[src/rtl/nfc_pkg.sv]
package nfc_pkg;
  localparam int AW = 3;
  localparam logic [AW-1:0] ADR_DATA = 3'd0;
  localparam logic [AW-1:0] ADR_MODE = 3'd1;
  localparam logic [AW-1:0] ADR_STRB = 3'd2;
  localparam logic [AW-1:0] ADR_MASK = 3'd3;
  localparam logic [AW-1:0] ADR_STAT = 3'd4;

  localparam int MB_CLE  = 0;
  localparam int MB_ALE  = 1;
  localparam int MB_BSEP = 3;
  localparam int MB_ACC  = 5;
  localparam int MB_ERD  = 6;
  localparam int MB_CE   = 7;

  typedef enum logic [1:0] {S_IDLE, S_LOW, S_HIGH, S_ACK} seq_st_t;
endpackage

[src/rtl/nfc_seq.sv]
module nfc_seq
  import nfc_pkg::*;
#(
  parameter int STRB_W = 4
) (
  input  logic              clk,
  input  logic              rst,
  input  logic              req,
  input  logic              we,
  input  logic [AW-1:0]     addr,
  input  logic [7:0]        wdata,
  input  logic              ecc_rd_mode,
  input  logic [STRB_W-1:0] strb_w,
  input  logic [7:0]        dq_in,
  input  logic [7:0]        reg_rdata,
  input  logic [7:0]        ecc_rdata,
  output logic              ack,
  output logic [7:0]        rdata,
  output logic              re_n,
  output logic              we_n,
  output logic [7:0]        dq_o,
  output logic              dq_oe,
  output logic              reg_wr,
  output logic [AW-1:0]     reg_addr,
  output logic [7:0]        reg_wdata,
  output logic              xfer_vld,
  output logic [7:0]        xfer_byte,
  output logic              ecc_adv
);
  seq_st_t           st;
  logic [STRB_W-1:0] cnt;
  logic              is_wr;
  logic              strobe_acc;

  assign strobe_acc = (addr == ADR_DATA) && !ecc_rd_mode;

  always_ff @(posedge clk) begin
    if (rst) begin
      st        <= S_IDLE;
      cnt       <= '0;
      is_wr     <= 1'b0;
      ack       <= 1'b0;
      rdata     <= '0;
      re_n      <= 1'b1;
      we_n      <= 1'b1;
      dq_o      <= '0;
      dq_oe     <= 1'b0;
      reg_wr    <= 1'b0;
      reg_addr  <= '0;
      reg_wdata <= '0;
      xfer_vld  <= 1'b0;
      xfer_byte <= '0;
      ecc_adv   <= 1'b0;
    end else begin
      ack      <= 1'b0;
      reg_wr   <= 1'b0;
      xfer_vld <= 1'b0;
      ecc_adv  <= 1'b0;
      case (st)
        S_IDLE: if (req) begin
          if (strobe_acc) begin
            cnt   <= (strb_w == '0) ? STRB_W'(1) : strb_w;
            is_wr <= we;
            st    <= S_LOW;
            if (we) begin
              we_n  <= 1'b0;
              dq_o  <= wdata;
              dq_oe <= 1'b1;
            end else begin
              re_n  <= 1'b0;
            end
          end else begin
            ack <= 1'b1;
            st  <= S_ACK;
            if (we) begin
              reg_wr    <= 1'b1;
              reg_addr  <= addr;
              reg_wdata <= wdata;
            end else if (addr == ADR_DATA) begin
              rdata   <= ecc_rdata;
              ecc_adv <= 1'b1;
            end else begin
              rdata <= reg_rdata;
            end
          end
        end
        S_LOW: begin
          if (cnt == STRB_W'(1)) begin
            we_n      <= 1'b1;
            re_n      <= 1'b1;
            xfer_vld  <= 1'b1;
            xfer_byte <= is_wr ? dq_o : dq_in;
            if (!is_wr) rdata <= dq_in;
            st <= S_HIGH;
          end else begin
            cnt <= cnt - STRB_W'(1);
          end
        end
        S_HIGH: begin
          ack   <= 1'b1;
          dq_oe <= 1'b0;
          st    <= S_ACK;
        end
        default: st <= S_IDLE;
      endcase
    end
  end


  strobe_excl_chk: assert property (@(posedge clk) disable iff (rst) !(!we_n && !re_n));

  ack_pulse_chk: assert property (@(posedge clk) disable iff (rst) ack |=> !ack);

  ack_recov_chk: assert property (@(posedge clk) disable iff (rst) ack |-> ($past(we_n) && $past(re_n)));

  wr_drive_chk: assert property (@(posedge clk) disable iff (rst) !we_n |-> dq_oe);
endmodule

[src/rtl/nfc_regs.sv]
module nfc_regs
  import nfc_pkg::*;
#(
  parameter int STRB_W    = 4,
  parameter int ECC_BYTES = 6,
  parameter int DEF_STRB  = 3,
  localparam int IDX_W    = (ECC_BYTES > 1) ? $clog2(ECC_BYTES) : 1
) (
  input  logic              clk,
  input  logic              rst,
  input  logic              reg_wr,
  input  logic [AW-1:0]     reg_addr,
  input  logic [7:0]        reg_wdata,
  input  logic [AW-1:0]     rd_addr,
  input  logic              ecc_adv,
  input  logic              status,
  output logic [7:0]        reg_rdata,
  output logic [STRB_W-1:0] strb_w,
  output logic              cle,
  output logic              ale,
  output logic              ce_n,
  output logic              bsep,
  output logic              ecc_rd_mode,
  output logic              feed_en,
  output logic              irq_en,
  output logic              ecc_clr,
  output logic [IDX_W-1:0]  ecc_idx,
  output logic              stat_clr
);
  logic [7:0] mode;
  logic [7:0] mask;
  logic [7:0] strb_ext;

  always_ff @(posedge clk) begin
    if (rst) begin
      mode    <= '0;
      mask    <= '0;
      strb_w  <= STRB_W'(DEF_STRB);
      ecc_clr <= 1'b0;
      ecc_idx <= '0;
    end else begin
      ecc_clr <= 1'b0;
      if (reg_wr) begin
        case (reg_addr)
          ADR_MODE: begin
            mode    <= reg_wdata;
            ecc_idx <= '0;
            if (!reg_wdata[7] && (reg_wdata[6:4] == 3'b111)) ecc_clr <= 1'b1;
          end
          ADR_STRB: strb_w <= reg_wdata[STRB_W-1:0];
          ADR_MASK: mask   <= reg_wdata;
          default: ;
        endcase
      end else if (ecc_adv) begin
        if (ecc_idx == IDX_W'(ECC_BYTES - 1)) ecc_idx <= '0;
        else ecc_idx <= ecc_idx + IDX_W'(1);
      end
    end
  end

  assign cle         = mode[MB_CLE];
  assign ale         = mode[MB_ALE];
  assign ce_n        = ~mode[MB_CE];
  assign bsep        = mode[MB_BSEP];
  assign ecc_rd_mode = mode[MB_CE] & mode[MB_ERD];
  assign feed_en     = mode[MB_ACC] & ~mode[MB_ERD] & ~mode[MB_CLE] & ~mode[MB_ALE];
  assign irq_en      = mask[0] & mask[7];
  assign stat_clr    = reg_wr && (reg_addr == ADR_STAT) && reg_wdata[0];

  always_comb begin
    strb_ext = '0;
    strb_ext[STRB_W-1:0] = strb_w;
  end

  always_comb begin
    case (rd_addr)
      ADR_MODE: reg_rdata = mode;
      ADR_STRB: reg_rdata = strb_ext;
      ADR_MASK: reg_rdata = mask;
      ADR_STAT: reg_rdata = {7'b0, status};
      default:  reg_rdata = '0;
    endcase
  end


  clr_pulse_chk: assert property (@(posedge clk) disable iff (rst) ecc_clr |=> !ecc_clr);

  idx_range_chk: assert property (@(posedge clk) disable iff (rst) 32'(ecc_idx) < ECC_BYTES);
endmodule

[src/rtl/nfc_rdy_irq.sv]
module nfc_rdy_irq #(
  parameter int SYNC_STAGES = 2
) (
  input  logic clk,
  input  logic rst,
  input  logic rdy_in,
  input  logic irq_en,
  input  logic stat_clr,
  output logic status,
  output logic irq
);
  logic rdy_s;
  logic rdy_q;

  generate
    if (SYNC_STAGES <= 1) begin : g_one
      always_ff @(posedge clk) begin
        if (rst) rdy_s <= 1'b1;
        else     rdy_s <= rdy_in;
      end
    end else begin : g_chain
      logic [SYNC_STAGES-1:0] sr;
      always_ff @(posedge clk) begin
        if (rst) sr <= '1;
        else     sr <= {sr[SYNC_STAGES-2:0], rdy_in};
      end
      assign rdy_s = sr[SYNC_STAGES-1];
    end
  endgenerate

  always_ff @(posedge clk) begin
    if (rst) begin
      rdy_q  <= 1'b1;
      status <= 1'b0;
      irq    <= 1'b0;
    end else begin
      rdy_q <= rdy_s;
      if (rdy_s && !rdy_q) status <= 1'b1;
      else if (stat_clr)   status <= 1'b0;
      irq <= status & irq_en;
    end
  end


  irq_mask_chk: assert property (@(posedge clk) disable iff (rst) irq |-> $past(irq_en));
endmodule

[src/rtl/nfc_bridge.sv]
module nfc_bridge
  import nfc_pkg::*;
#(
  parameter int STRB_W      = 4,
  parameter int ECC_BYTES   = 6,
  parameter int SYNC_STAGES = 2,
  parameter int DEF_STRB    = 3,
  localparam int IDX_W      = (ECC_BYTES > 1) ? $clog2(ECC_BYTES) : 1
) (
  input  logic             clk,
  input  logic             rst,
  input  logic             cpu_req,
  input  logic             cpu_we,
  input  logic [2:0]       cpu_addr,
  input  logic [7:0]       cpu_wdata,
  output logic [7:0]       cpu_rdata,
  output logic             cpu_ack,
  output logic             nd_ce_n,
  output logic             nd_cle,
  output logic             nd_ale,
  output logic             nd_re_n,
  output logic             nd_we_n,
  output logic [7:0]       nd_dq_o,
  output logic             nd_dq_oe,
  input  logic [7:0]       nd_dq_i,
  input  logic             nd_rdy,
  output logic             bus_sep,
  output logic             irq,
  output logic             ecc_clr,
  output logic             ecc_feed_vld,
  output logic [7:0]       ecc_feed_byte,
  output logic [IDX_W-1:0] ecc_idx,
  input  logic [7:0]       ecc_rdata
);
  logic              ecc_rd_mode, feed_en, irq_en, stat_clr, status;
  logic [STRB_W-1:0] strb_w;
  logic [7:0]        reg_rdata, reg_wdata;
  logic [AW-1:0]     reg_addr;
  logic              reg_wr, xfer_vld, ecc_adv;

  nfc_seq #(.STRB_W(STRB_W)) i_seq (
    .clk, .rst,
    .req(cpu_req), .we(cpu_we), .addr(cpu_addr), .wdata(cpu_wdata),
    .ecc_rd_mode, .strb_w, .dq_in(nd_dq_i), .reg_rdata, .ecc_rdata,
    .ack(cpu_ack), .rdata(cpu_rdata), .re_n(nd_re_n), .we_n(nd_we_n),
    .dq_o(nd_dq_o), .dq_oe(nd_dq_oe), .reg_wr, .reg_addr, .reg_wdata,
    .xfer_vld, .xfer_byte(ecc_feed_byte), .ecc_adv
  );

  nfc_regs #(.STRB_W(STRB_W), .ECC_BYTES(ECC_BYTES), .DEF_STRB(DEF_STRB)) i_regs (
    .clk, .rst, .reg_wr, .reg_addr, .reg_wdata, .rd_addr(cpu_addr),
    .ecc_adv, .status, .reg_rdata, .strb_w,
    .cle(nd_cle), .ale(nd_ale), .ce_n(nd_ce_n), .bsep(bus_sep),
    .ecc_rd_mode, .feed_en, .irq_en, .ecc_clr, .ecc_idx, .stat_clr
  );

  nfc_rdy_irq #(.SYNC_STAGES(SYNC_STAGES)) i_rdy (
    .clk, .rst, .rdy_in(nd_rdy), .irq_en, .stat_clr, .status, .irq
  );

  assign ecc_feed_vld = xfer_vld & feed_en;
endmodule

[config.mk]
export PLATFORM = sky130hd
export DESIGN_NAME = nfc_bridge
export DESIGN_NICKNAME = d
export VERILOG_FILES = /design/src/rtl/nfc_pkg.sv /design/src/rtl/nfc_seq.sv /design/src/rtl/nfc_regs.sv /design/src/rtl/nfc_rdy_irq.sv /design/src/rtl/nfc_bridge.sv
export SDC_FILE = /design/constraint.sdc
export NUM_CORES = 1
export LEC_CHECK = 0
export BUFFER_PORTS_ARGS = -buffer_cell sky130_fd_sc_hd__buf_2
export CAP_MARGIN = 20
export CORE_MARGIN = 1.5
export CORE_UTILIZATION = 35
export DETAILED_ROUTE_END_ITERATION = 12
export GPL_TIMING_DRIVEN = 0
export SLEW_MARGIN = 20
export SYNTH_ARGS = -nofsm -noshare
export SYNTH_HDL_FRONTEND = slang
export SYNTH_SLANG_ARGS = --single-unit
[constraint.sdc]
create_clock -name clk -period 2.2 [get_ports clk]
set_input_delay 0.22 -clock clk [delete_from_list [all_inputs] [get_ports clk]]
set_output_delay 0.22 -clock clk [all_outputs]
set_load 0.1 [all_outputs]
# Word level (Yosys, flattened, before mapping)
# Index checks and enable logic that the tools add are counted.
# word_totals
regBits	78
out_inout_bits	38
wordCells	142
# op_classes
n_bitwise	17
eq_ne	22
reduce_logical	33
n_addsub	2
muxes	44
# op_table
cell	n
8-bit two-way mux	7
8-bit one-hot mux with 4 select lines	1
1-bit two-way mux	18
4-bit two-way mux	4
8-bit one-hot mux with 2 select lines	1
4-bit AND reduction	4
3-bit by 2-bit equality test with 1-bit output (second input constant)	4
3-bit equality test (second input constant)	4
3-bit two-way mux	4
2-bit inequality test (second input constant)	6
2-bit AND reduction	6
1-bit NOT	10
5-bit AND reduction	2
1-bit one-hot mux with 2 select lines	4
4-bit one-hot mux with 2 select lines	1
2-bit nonzero test	4
1-bit bitwise AND	7
3-bit by 1-bit equality test with 1-bit output (second input constant)	2
2-bit two-way mux	3
2-bit by 1-bit inequality test with 1-bit output (second input constant)	3
2-bit one-hot mux with 3 select lines	1
6-bit AND reduction	1
1-bit logical AND	5
5-bit OR reduction	1
other kinds (13)	15

# Longest topological paths before layout
# Gate-level depths: netlist of run 1.
# depth
depth_word	7
depth_mapped	8
ltp_nobuf	6

# Hierarchy
# A second synthesis of run 1 with hierarchy kept.
# unflattened
hier_cells	394
area_unflattened_um2	3639.7
# by_module_without_submodules
mod	n_inst	area_each_um2	cells_per_inst
nfc_seq	1	2357.3	255
nfc_regs	1	1132.3	125
nfc_rdy_irq	1	143.9	13
nfc_bridge	1	6.3	1

# Least setup slack after synthesis of run 1
# Ideal clock, no wire load.
# synth_path
path_type	register to output
from	register i_regs.mode[1]
to	output ecc_feed_vld
path_stages_with_launch	2
t_arrival_ps	1675
path_slack_ps	305
required_time_ps	1980
path_cell_list	dfxtp_1 -> and4b_1
# synth_via
elab_chain_cells	3
# synth_rtl
item	line_no	text
start, declared	nfc_regs.sv:30	logic [7:0] mode;
start signal, assigned	nfc_regs.sv:46	mode <= reg_wdata;
1-bit NOT	nfc_regs.sv:66	assign feed_en = mode[MB_ACC] & ~mode[MB_ERD] & ~mode[MB_CLE] & ~mode[MB_ALE];
1-bit bitwise AND	nfc_regs.sv:66	
1-bit bitwise AND	nfc_bridge.sv:61	assign ecc_feed_vld = xfer_vld & feed_en;
end, declared	nfc_bridge.sv:30	output logic ecc_feed_vld,
# Every way passes these cells.

# Final worst setup path of run 1
# layout_path
from	register i_seq.st[1]
to	register i_seq.rdata[4]
# layout_via
elab_chain_cells	3
# layout_rtl
item	line_no	text
start, declared	nfc_seq.sv:30	seq_st_t st;
start signal, assigned	nfc_seq.sv:39	st <= S_IDLE;
start signal, assigned	nfc_seq.sv:64	st <= S_LOW;
start signal, assigned	nfc_seq.sv:74	st <= S_ACK;
2-bit by 1-bit equality test with 1-bit output / 2-bit logical NOT (equally long branches)	nfc_seq.sv:59	case (st)
2-bit inequality test (no line) (tied with other cells)	-	
6-bit AND reduction (no line)	-	
end signal, assigned	nfc_seq.sv:80	rdata <= ecc_rdata;
end signal, assigned	nfc_seq.sv:83	rdata <= reg_rdata;
end signal, assigned	nfc_seq.sv:93	if (!is_wr) rdata <= dq_in;
end, declared	nfc_seq.sv:18	output logic [7:0] rdata,
# Several ways; a longest one is shown, not always the timed one.
# A chain may end at the register's enable or synchronous reset.

==> flow_summary.rst, run 1 <==
.. list-table::
   :header-rows: 1

   * - Metric
     - Value
   * - Run status
     - finished clean
   * - Prevailing post-synth register cell
     - sky130_fd_sc_hd__dfxtp_1
   * - Initial cell density of the core
     - 0.3596
   * - Post-layout worst setup margin
     - 0.1129 ns
   * - Most common cell after layout, fill and taps aside
     - sky130_fd_sc_hd__dfxtp_1
   * - DP HPWL
     - 7.709 mm
   * - Final core utilization
     - 0.4336
   * - Period Utilization, post-route
     - 0.9487
   * - Mapped Area
     - 0.003515 mm2
   * - Number of rows in the core area
     - 36
   * - Number of global-route vias before repair
     - 3002
   * - WL final
     - 10.34 mm
   * - Max-Slew Margin vs Limit
     - 0.5134
   * - Global router's overall resource usage
     - 0.2034
   * - Congestion Overflow GR
     - 0
   * - Overall via count from detail_route
     - 3146
   * - Setup-failing EPs final
     - 0
   * - Setup crit end kind
     - flip-flop
   * - Startpoint type of the worst setup path
     - flip-flop
   * - Post-detailed-route via-to-cell ratio
     - 5.243
   * - Clock transition at the registers of the reported paths
     - 0.08 ns
   * - Ratio of total power to cell area
     - 1034 mW/mm2
   * - Buffers from clock root to sink, at most
     - 2
   * - Initial antenna violation count
     - 0
   * - FMAX
     - 479.1 MHz
   * - Required time reported for the critical path endpoint
     - 2.47 ns
   * - Number of unique standard cell types used by synthesis
     - 51
   * - Cell at the root of the clock tree
     - sky130_fd_sc_hd__clkbuf_8
   * - Number of enable flip-flop cells after synthesis
     - 0
   * - Mapped Avg Cell Area
     - 9.153 um2
   * - Count of H-tree levels built during CTS
     - 3
   * - Clock buffers created by TritonCTS
     - 9
   * - Core region area
     - 0.009774 mm2
   * - Worst-case register-to-register setup slack
     - 0.11 ns
   * - Sequential cell area fraction in the yosys report
     - 0.4443
   * - Pleak
     - 1.631 nW
   * - Buffers added on ports
     - 67
   * - DIE WIDTH
     - 103.2 um
   * - Largest net degree at the start of global routing
     - 14
   * - First-pass GRT wire length
     - 15.97 mm
   * - Count of state elements after synthesis
     - 78
   * - Fill count
     - 1000
   * - Number of design rule violations left after detail routing
     - 0
   * - Number of buffers inserted by hold repair at cts
     - 0
   * - Share of layout cells above drive strength 1
     - 0.2441
   * - Peak ir drop on the vdd network
     - 0.5166 mV
   * - Inserted Diodes
     - 0
   * - Violation count after the first detailed-route iteration
     - 222
   * - Number of instances in the synthesized netlist
     - 384
   * - Reported max-cap violation count
     - 0
   * - Max Fanout on Critical Path
     - 10
   * - Total Die Area
     - 0.01065 mm2
   * - Placer Congestion
     - 0.8138
   * - Insertion delay of the later-clocked pin in the worst-skew pair
     - 0.35 ns
   * - Setup repair after global routing missed its margin
     - false
   * - Arrival time reported for the critical path endpoint
     - 2.36 ns
   * - DIE HEIGHT
     - 103.2 um
   * - Area growth from synthesis to layout
     - 20.58%
   * - Fraction of registers with async set or reset after synthesis
     - 0
   * - Worst-case setup slack after placement
     - 0.05352 ns
   * - Routed length per instance
     - 17.24 um
   * - Fin. Hold Viols
     - 0
   * - Total number of yosys warnings
     - 0
   * - CTS tree
     - built
   * - Final critical path time including I/O delays and setup
     - 2.087 ns
   * - Layout Skew
     - 0.005969 ns
   * - Pins Over Slew Limit
     - 0
   * - Class of the tightest hold or removal check
     - in2reg
   * - Post-Synthesis Net Count
     - 422
   * - Worst-margin pin slew
     - 0.7300 ns
   * - Commonest non-fill, non-tap cells in the layout
     - 78 x sky130_fd_sc_hd__dfxtp_1, 69 x sky130_fd_sc_hd__buf_2, 43 x sky130_fd_sc_hd__nor2_1
   * - Setup TNS Final
     - 0 ns
   * - DR pass1 iterations
     - 4
   * - Final nets
     - 500
   * - Number of antenna-violating nets in the routed design
     - 0
   * - Top-level I/O count
     - 70
   * - Total number of clock tree sinks
     - 78
   * - Critical Setup Path Class
     - reg2reg
[logic make-up (layout without fill, tap and decap cells)]
group           Yosys count  after routing  synth area share
fa+ha+maj                 6              6           0.02136
compound gates           88             88            0.1623
buf+inv                  33            116           0.04592
simple gates            138            138            0.1972
flops                    78             78            0.4443
mux                      41             41            0.1289
[routing by layer]
layer,vias to the layer above,routed length [um],global-route usage
li1,1525,-,-
met1,1527,4679,0.2754
met2,87,4978,0.3249
met3,7,605,0.04973
met4,0,77,0.05613
met5,-,0,0
[worst max-delay path: stages (launching register included)]
cell and delay (ns):
sky130_fd_sc_hd__dfxtp_1 0.35, sky130_fd_sc_hd__inv_1 0.09, sky130_fd_sc_hd__ha_1 0.13, sky130_fd_sc_hd__buf_2 0.21, sky130_fd_sc_hd__nand4bb_2 0.23, sky130_fd_sc_hd__o21a_2 0.32, sky130_fd_sc_hd__or4_1 0.52, sky130_fd_sc_hd__a21oi_1 0.16
[power by group]
part / internal, mW / switching, mW
registers: 1.54 / 0.106
clock network: 0.587 / 0.543
logic: 0.487 / 1.12
[registers in the layout, summed over array words and instances, names as in the netlist, 2 cells and up]
signal,cells
i_rdy.g_chain.sr,2
i_regs.ecc_idx,3
i_regs.mask,8
i_regs.mode,8
i_regs.strb_w,4
i_seq.cnt,4
i_seq.dq_o,8
i_seq.rdata,8
i_seq.reg_addr,3
i_seq.reg_wdata,8
i_seq.st,2
i_seq.xfer_byte,8
[cells in the mapped netlist, types with 2 or more instances]
cell / n / area, um2
sky130_fd_sc_hd__dfxtp_1: 78 / 1562
sky130_fd_sc_hd__nor2_1: 43 / 161.4
sky130_fd_sc_hd__nand2_1: 38 / 142.6
sky130_fd_sc_hd__a21oi_1: 37 / 185.2
sky130_fd_sc_hd__mux2i_1: 34 / 340.3
sky130_fd_sc_hd__clkbuf_1: 16 / 60.06
sky130_fd_sc_hd__o21ai_0: 13 / 65.06
sky130_fd_sc_hd__a211oi_1: 11 / 82.58
sky130_fd_sc_hd__inv_1: 8 / 30.03
sky130_fd_sc_hd__nand2b_1: 8 / 50.05
sky130_fd_sc_hd__nor2b_1: 8 / 50.05
sky130_fd_sc_hd__nor3_1: 7 / 35.03
sky130_fd_sc_hd__ha_1: 6 / 75.07
sky130_fd_sc_hd__a22oi_1: 5 / 37.54
sky130_fd_sc_hd__a221oi_1: 4 / 35.03
sky130_fd_sc_hd__mux2_2: 4 / 45.04
sky130_fd_sc_hd__nor3b_1: 4 / 30.03
sky130_fd_sc_hd__or2_2: 4 / 25.02
sky130_fd_sc_hd__or3_1: 4 / 25.02
sky130_fd_sc_hd__or4_1: 4 / 30.03
sky130_fd_sc_hd__buf_2: 3 / 15.01
sky130_fd_sc_hd__mux4_2: 3 / 67.56
sky130_fd_sc_hd__nand3_1: 3 / 15.01
sky130_fd_sc_hd__o21bai_1: 3 / 22.52
sky130_fd_sc_hd__a211o_1: 2 / 17.52
sky130_fd_sc_hd__a2bb2oi_1: 2 / 17.52
sky130_fd_sc_hd__a31oi_1: 2 / 12.51
sky130_fd_sc_hd__and3_1: 2 / 12.51
sky130_fd_sc_hd__and4b_1: 2 / 20.02
sky130_fd_sc_hd__buf_4: 2 / 15.01
sky130_fd_sc_hd__buf_6: 2 / 22.52
sky130_fd_sc_hd__nand3b_1: 2 / 15.01
sky130_fd_sc_hd__o21a_1: 2 / 15.01
[layout make-up]
cell class,instances,area (um2),share of cell area
Clock inverter,5,56.30,0.01329
Timing Repair Buffer,67,335.3,0.07913
Inverter,8,30.03,0.007086
Sequential cell,78,1562,0.3685
Tap cell,133,166.4,0.03927
Buffer,25,138.9,0.03277
Clock buffer,11,151.4,0.03572
Multi-Input combinational cell,273,1798,0.4243
[stage by stage]
stage          cell area [um2]  instances  hold WS (ns)  total power [mW]
2_1_floorplan             3515        384        0.2967             2.898
3_3_place_gp              4016        584        0.3962             3.225
3_5_place_dp              4016        584        0.4017             3.257
4_1_cts                   4224        600       0.05742             4.387
5_1_grt                   4238        600       0.06395             4.610
6_report                  4238        600       0.07032             4.380
[what timing repair did]
action / in CTS / in global routing
setup buffers: 0 / 0
endpoints found under the setup margin: 0 / 26
gates resized for setup: 0 / 11
[worst paths after layout]
check | start | to | cells after the start
setup reg to reg | i_seq.st[1] | i_seq.rdata[4] | 7
hold reg to reg | i_rdy.g_chain.sr[0] | i_rdy.g_chain.sr[1] | 1
hold / removal | nd_rdy | i_rdy.g_chain.sr[0] | 2
setup / recovery | i_seq.st[1] | i_seq.rdata[4] | 7
Note: power is estimated with default switching activity, not from simulation.
==> run 2, diff against run 1 <==
--- a/config.mk
+++ b/config.mk
@@ -13,2 +13,3 @@
 export GPL_TIMING_DRIVEN = 0
+export MAX_ROUTING_LAYER = met4
 export SLEW_MARGIN = 20
==> constraint.sdc (replaced) <==
create_clock -name clk -period 2.2 [get_ports clk]
set_input_delay 0.55 -clock clk [delete_from_list [all_inputs] [get_ports clk]]
set_output_delay 0.55 -clock clk [all_outputs]
set_load 0.1 [all_outputs]
==> run 2 against run 1 <==
Against the previous run:
- flip-flop and latch count is the same
- clock power fell by 13%
- core utilization is 0.10 points lower
- largest cell class unchanged
- sequential power about the same
- highest routed layer unchanged
- non-clock buffer count unchanged
- maximum frequency is 2.1% higher
- clock skew increased by 0.0053 ns
- total power is 3.1% lower
- die area unchanged
- cell count fell by 0.17%
- critical path type is now reg2out
- critical path depth is 4 lower
- combinational power about the same
==> flow_summary.rst, run 2 (synthesis gave the netlist of run 1 again) <==
.. list-table::
   :header-rows: 1

   * - Metric
     - Value
   * - Congestion Overflow GR
     - 0 (unchanged)
   * - Post-cts sizing count
     - 1 (was 0)
   * - Max Fanout on Critical Path
     - 4 (was 10)
   * - Required time reported for the critical path endpoint
     - 1.65 ns (was 2.47 ns)
   * - Overall via count from detail_route
     - 3149 (was 3146)
   * - Layout Skew
     - 0.01123 ns (was 0.005969 ns)
   * - Core region area
     - 0.009774 mm2 (unchanged)
   * - Largest net degree at the start of global routing
     - 13 (was 14)
   * - Insertion delay of the later-clocked pin in the worst-skew pair
     - 0.36 ns (was 0.35 ns)
   * - Power spent charging and discharging nets
     - 1.749 mW (was 1.770 mW)
   * - Number of rows in the core area
     - 36 (unchanged)
   * - Pins Over Slew Limit
     - 0 (unchanged)
   * - Period Utilization, post-route
     - 0.9291 (was 0.9487)
   * - Fraction of power consumed by sequential logic
     - 0.387 (was 0.375)
   * - Startpoint type of the worst setup path
     - flip-flop (unchanged)
   * - WL final
     - 10.39 mm (was 10.34 mm)
   * - Buffers from clock root to sink, at most
     - 2 (unchanged)
   * - Most common cell after layout, fill and taps aside
     - sky130_fd_sc_hd__dfxtp_1 (unchanged)
   * - Logic pwr share
     - 0.382 (was 0.367)
   * - Reported max-cap violation count
     - 0 (unchanged)
   * - Critical Setup Path Class
     - reg2out (was reg2reg)
   * - Post-layout worst setup margin
     - 0.1560 ns (was 0.1129 ns)
   * - Routed length per instance
     - 17.34 um (was 17.24 um)
   * - FMAX
     - 489.2 MHz (was 479.1 MHz)
   * - Violation count after the first detailed-route iteration
     - 139 (was 222)
   * - Worst-case setup slack after placement
     - 0.001290 ns (was 0.05352 ns)
   * - Arrival time reported for the critical path endpoint
     - 1.49 ns (was 2.36 ns)
   * - Commonest non-fill, non-tap cells in the layout
     - 78 x sky130_fd_sc_hd__dfxtp_1, 70 x sky130_fd_sc_hd__buf_2, 43 x sky130_fd_sc_hd__nor2_1 (was 78 x sky130_fd_sc_hd__dfxtp_1, 69 x sky130_fd_sc_hd__buf_2, 43 x sky130_fd_sc_hd__nor2_1)
   * - Run status
     - finished clean (unchanged)
   * - Buffers added on ports
     - 67 (unchanged)
   * - Number of design rule violations left after detail routing
     - 0 (unchanged)
   * - Peak ir drop on the vdd network
     - 0.3896 mV (was 0.5166 mV)
   * - Sw Share
     - 0.4123 (was 0.4041)
   * - DIE WIDTH
     - 103.2 um (unchanged)
   * - Final critical path time including I/O delays and setup
     - 2.044 ns (was 2.087 ns)
   * - Cell at the root of the clock tree
     - sky130_fd_sc_hd__clkbuf_8 (unchanged)
   * - Worst-margin pin slew
     - 0.6779 ns (was 0.7300 ns)
   * - Pleak
     - 1.618 nW (was 1.631 nW)
   * - Setup-failing EPs final
     - 0 (unchanged)
   * - Initial cell density of the core
     - 0.3596 (unchanged)
   * - Area growth from synthesis to layout
     - 20.29% (was 20.58%)
   * - Total design power
     - 4.242 mW (was 4.380 mW)
   * - Post-detailed-route via-to-cell ratio
     - 5.257 (was 5.243)
   * - Count of H-tree levels built during CTS
     - 3 (unchanged)
   * - Fin. Hold Viols
     - 0 (unchanged)
   * - Top-level I/O count
     - 70 (unchanged)
   * - Max-Slew Margin vs Limit
     - 0.5480 (was 0.5134)
   * - Placer Congestion
     - 0.8412 (was 0.8138)
   * - Number of antenna-violating nets in the routed design
     - 0 (unchanged)
   * - Class of the tightest hold or removal check
     - in2reg (unchanged)
   * - Fill count
     - 1017 (was 1000)
   * - Part of the total power dissipated in the clock network
     - 0.231 (was 0.258)
   * - Total number of clock tree sinks
     - 78 (unchanged)
   * - Number of buffers inserted by hold repair at cts
     - 0 (unchanged)
   * - Initial antenna violation count
     - 0 (unchanged)
   * - Number of global-route vias before repair
     - 3009 (was 3002)
   * - Postcts setup bufs
     - 0 (unchanged)
   * - Internal power consumption
     - 2.493 mW (was 2.610 mW)
   * - Share of layout cells above drive strength 1
     - 0.2468 (was 0.2441)
   * - Flip-flop and latch area
     - 0.001562 mm2 (unchanged)
   * - Clock transition at the registers of the reported paths
     - 0.08 ns (about the same)
   * - Inserted Diodes
     - 0 (unchanged)
   * - Final nets
     - 500 (unchanged)
   * - Global router's overall resource usage
     - 0.2124 (was 0.2034)
   * - DP HPWL
     - 7.735 mm (was 7.709 mm)
   * - CTS tree
     - built (unchanged)
   * - Total area of multi-input combinational cells
     - 0.001823 mm2 (was 0.001798 mm2)
   * - Clock buffers created by TritonCTS
     - 9 (unchanged)
   * - DIE HEIGHT
     - 103.2 um (unchanged)
   * - Total Die Area
     - 0.01065 mm2 (unchanged)
   * - First-pass GRT wire length
     - 16.08 mm (was 15.97 mm)
   * - Setup repair after global routing missed its margin
     - false (unchanged)
   * - Ratio of total power to cell area
     - 1003 mW/mm2 (was 1034 mW/mm2)
   * - Setup crit end kind
     - output pin (was flip-flop)
   * - DR pass1 iterations
     - 4 (unchanged)
run 2: worst max-delay path: stages, from the launching register on:
cell and delay, ns:
sky130_fd_sc_hd__dfxtp_1 0.38, sky130_fd_sc_hd__nor2_1 0.13, sky130_fd_sc_hd__and4b_2 0.22, sky130_fd_sc_hd__buf_2 0.42
run 2: per-stage QoR:
step | setup TNS (ns) | hold slack [ns] | area [um2] | cells | utilization
2_1_floorplan | 0 | 0.3895 | 3516 | 384 | -
3_3_place_gp | -0.005584 | 0.3945 | 4018 | 584 | 0.4110
3_5_place_dp | 0 | 0.4044 | 4018 | 584 | 0.4110
4_1_cts | 0 | 0.3812 | 4197 | 599 | 0.4293
5_1_grt | 0 | 0.3764 | 4228 | 599 | 0.4325
6_report | 0 | 0.3863 | 4228 | 599 | 0.4325
run 2: per-layer routing:
| layer | vias to the layer above | routed length [um] | GRT usage |
|---|---|---|---|
| li1 | 1522 | - | - |
| met1 | 1515 | 4754 | 0.2756 |
| met2 | 91 | 4877 | 0.3289 |
| met3 | 21 | 467 | 0.03696 |
| met4 | 0 | 290 | 0.08732 |
| met5 | - | 0 | - |
run 2: layout make-up:
class / count / share of cell area
clock buffers: 11 / 0.03581
multi-input cells: 273 / 0.4312
clock inverters: 4 / 0.005327
flip-flops and latches: 78 / 0.3693
well taps: 133 / 0.03936
inverters: 8 / 0.007103
repair buffers: 67 / 0.07931
plain buffers: 25 / 0.03255
run 2: worst paths after layout:
check | start | endpoint | slack [ns] | cells after the start
worst max-delay path | i_regs.mode[6] | ecc_feed_vld | 0.16 | 3
worst min-delay path | nd_rdy | i_rdy.g_chain.sr[0] | 0.39 | 2
worst max register to register | i_seq.st[1] | i_seq.cnt[0] | 0.18 | 8
worst min register to register | i_rdy.g_chain.sr[0] | i_rdy.g_chain.sr[1] | 0.42 | 1
run 2: power groups by stage:
stage               sequential (mW)  combinational, mW  clock (mW)
finish                         1.64               1.62       0.980
global route                   1.66               1.77        1.06
CTS                            1.64               1.59       0.991
detailed placement             1.67               1.58           0
global placement               1.67               1.56           0
floorplan                      2.09              0.810           0
==> run 3, diff against run 2 <==
- clock period: 2.2 -> 2.11 ns (I/O delays scaled with it)
==> run 3 against run 2 <==
Against the previous run:
- combinational power increased by 6%
- cell area increased by 0.36%
- clock skew about the same
- largest cell class unchanged
- clock power increased by 4%
- non-clock buffer count did not move
- wire length decreased by 0.16%
- register-to-register slack worse by 0.02 ns
- core utilization is 0.15 points higher
- cell count is the same
==> flow_summary.rst, run 3 (synthesis gave the netlist of run 1 again) <==
.. list-table::
   :header-rows: 1

   * - Metric
     - Value
   * - Run status
     - finished clean (unchanged)
   * - Buffers added on ports
     - 67 (unchanged)
   * - Largest net degree at the start of global routing
     - 13 (unchanged)
   * - Arrival time reported for the critical path endpoint
     - 1.50 ns (was 1.49 ns)
   * - Detailed-routing wirelength on met1
     - 4.596 mm (was 4.754 mm)
   * - Number of global-route vias before repair
     - 3006 (was 3009)
   * - Setup TNS Final
     - 0 ns (unchanged)
   * - Congestion Overflow GR
     - 0 (unchanged)
   * - Share of layout cells above drive strength 1
     - 0.2532 (was 0.2468)
   * - Setup repair after global routing missed its margin
     - false (unchanged)
   * - Launching point of the worst reg2reg path
     - i_seq.st[1] (unchanged)
   * - Uppermost routed layer
     - met4 (unchanged)
   * - Layout Skew
     - 0.01161 ns (was 0.01123 ns)
   * - Required time reported for the critical path endpoint
     - 1.58 ns (was 1.65 ns)
   * - Top-level I/O count
     - 70 (unchanged)
   * - Peak ir drop on the vdd network
     - 0.4087 mV (was 0.3896 mV)
   * - Area growth from synthesis to layout
     - 20.72% (was 20.29%)
   * - Pins Over Slew Limit
     - 0 (unchanged)
   * - Core region area
     - 0.009774 mm2 (unchanged)
   * - DIE HEIGHT
     - 103.2 um (unchanged)
   * - Buffers from clock root to sink, at most
     - 2 (unchanged)
   * - Clock transition at the registers of the reported paths
     - 0.08 ns (about the same)
   * - Initial cell density of the core
     - 0.3596 (unchanged)
   * - Setup crit end kind
     - output pin (unchanged)
   * - Setup-failing EPs final
     - 0 (unchanged)
   * - Most common cell after layout, fill and taps aside
     - sky130_fd_sc_hd__dfxtp_1 (unchanged)
   * - Max-Slew Margin vs Limit
     - 0.5467 (was 0.5480)
   * - Reported max-cap violation count
     - 0 (unchanged)
   * - Final nets
     - 500 (unchanged)
   * - Commonest non-fill, non-tap cells in the layout
     - 78 x sky130_fd_sc_hd__dfxtp_1, 68 x sky130_fd_sc_hd__buf_2, 41 x sky130_fd_sc_hd__nor2_1 (was 78 x sky130_fd_sc_hd__dfxtp_1, 70 x sky130_fd_sc_hd__buf_2, 43 x sky130_fd_sc_hd__nor2_1)
   * - DIE WIDTH
     - 103.2 um (unchanged)
   * - First-pass GRT wire length
     - 16.08 mm (unchanged)
   * - Number of buffers inserted by hold repair at cts
     - 0 (unchanged)
   * - CTS tree
     - built (unchanged)
   * - Pleak
     - 1.623 nW (was 1.618 nW)
   * - Class of the tightest hold or removal check
     - in2reg (unchanged)
   * - Fin. Hold Viols
     - 0 (unchanged)
   * - DR WL met2
     - 4.967 mm (was 4.877 mm)
   * - FMAX
     - 494.1 MHz
   * - Cell at the root of the clock tree
     - sky130_fd_sc_hd__clkbuf_8 (unchanged)
   * - Total Die Area
     - 0.01065 mm2 (unchanged)
   * - Post-cts sizing count
     - 4 (was 1)
   * - Inserted Diodes
     - 0 (unchanged)
   * - Routed wl met3
     - 554 um (was 467 um)
   * - Post-detailed-route via-to-cell ratio
     - 5.200 (was 5.257)
   * - Layout Cells excl Fill
     - 599 (unchanged)
   * - WL final
     - 10.37 mm (was 10.39 mm)
   * - Max Fanout on Critical Path
     - 4 (unchanged)
   * - Worst-case setup slack after placement
     - -0.07058 ns (was 0.001290 ns)
   * - Number of rows in the core area
     - 36 (unchanged)
   * - DP HPWL
     - 7.735 mm (unchanged)
   * - Hold Worst Slack
     - 0.3607 ns (was 0.3863 ns)
   * - Setup crit start
     - i_regs.mode[6] (unchanged)
   * - Final core utilization
     - 0.4341 (was 0.4325)
   * - Number of design rule violations left after detail routing
     - 0 (unchanged)
   * - Routed length per instance
     - 17.32 um (was 17.34 um)
   * - Clock buffers created by TritonCTS
     - 9 (unchanged)
   * - Total number of clock tree sinks
     - 78 (unchanged)
   * - Count of H-tree levels built during CTS
     - 3 (unchanged)
   * - Post-layout worst setup margin
     - 0.08604 ns (was 0.1560 ns)
   * - # placed instances
     - 584 (unchanged)
   * - Initial antenna violation count
     - 0 (unchanged)
   * - Min-Delay Startpoint
     - nd_rdy (unchanged)
   * - Placed inst area
     - 0.004018 mm2 (unchanged)
   * - Final critical path time including I/O delays and setup
     - 2.024 ns
   * - Worst-margin pin slew
     - 0.6800 ns (was 0.6779 ns)
   * - Insertion delay of the later-clocked pin in the worst-skew pair
     - 0.36 ns (about the same)
   * - Critical Setup Path Class
     - reg2out (unchanged)
   * - Startpoint type of the worst setup path
     - flip-flop (unchanged)
   * - Placer Congestion
     - 0.8412 (unchanged)
   * - Ratio of total power to cell area
     - 1049 mW/mm2 (was 1003 mW/mm2)
   * - Global router's overall resource usage
     - 0.2124 (unchanged)
   * - DR pass1 iterations
     - 4 (unchanged)
   * - Violation count after the first detailed-route iteration
     - 153 (was 139)
   * - Total design power
     - 4.451 mW (was 4.242 mW)
   * - Period Utilization, post-route
     - 0.9592
   * - Final instance area
     - 0.004243 mm2 (was 0.004228 mm2)
   * - Worst-case register-to-register setup slack
     - 0.16 ns (was 0.18 ns)
   * - Overall via count from detail_route
     - 3115 (was 3149)
   * - Postcts setup bufs
     - 0 (unchanged)
   * - Number of antenna-violating nets in the routed design
     - 0 (unchanged)
==> run 3: cell types whose count changed in the layout (fill, tap and decap cells not counted), sizes merged <==
cell    delta
buf        -1
clkbuf     +1
==> run 3: area by class of cell <==
| type | instances | area [um2] |
|---|---|---|
| Tap cell | 133 | 166.4 |
| Buffer | 25 | 141.4 |
| Fill cell | 1017 | 5532 |
| Timing Repair Buffer | 67 | 335.3 |
| Clock inverter | 4 | 22.52 |
| Inverter | 8 | 30.03 |
| Clock buffer | 11 | 151.4 |
| Multi-Input combinational cell | 273 | 1834 |
| Sequential cell | 78 | 1562 |
==> run 3: metal layers <==
| layer | GRT usage | up-vias |
|---|---|---|
| met5 | - | - |
| met4 | 0.08732 | 0 |
| met3 | 0.03696 | 19 |
| met2 | 0.3289 | 95 |
| met1 | 0.2756 | 1478 |
| li1 | - | 1523 |
==> run 3: worst max-delay path, cell delays in order, from the launching register on <==
cell,delay [ns]
sky130_fd_sc_hd__dfxtp_1,0.38
sky130_fd_sc_hd__nor2_1,0.13
sky130_fd_sc_hd__and4b_2,0.22
sky130_fd_sc_hd__buf_2,0.42
==> run 3: power breakdown <==
group / switching [mW] / internal (mW)
clock: 0.541 / 0.479
sequential: 0.109 / 1.60
combinational: 1.18 / 0.540
==> run 3: worst paths after layout <==
path                         end  cells after the start
max                 ecc_feed_vld                      3
min          i_rdy.g_chain.sr[0]                      2
max reg2reg       i_seq.rdata[7]                      7
min reg2reg  i_rdy.g_chain.sr[1]                      1
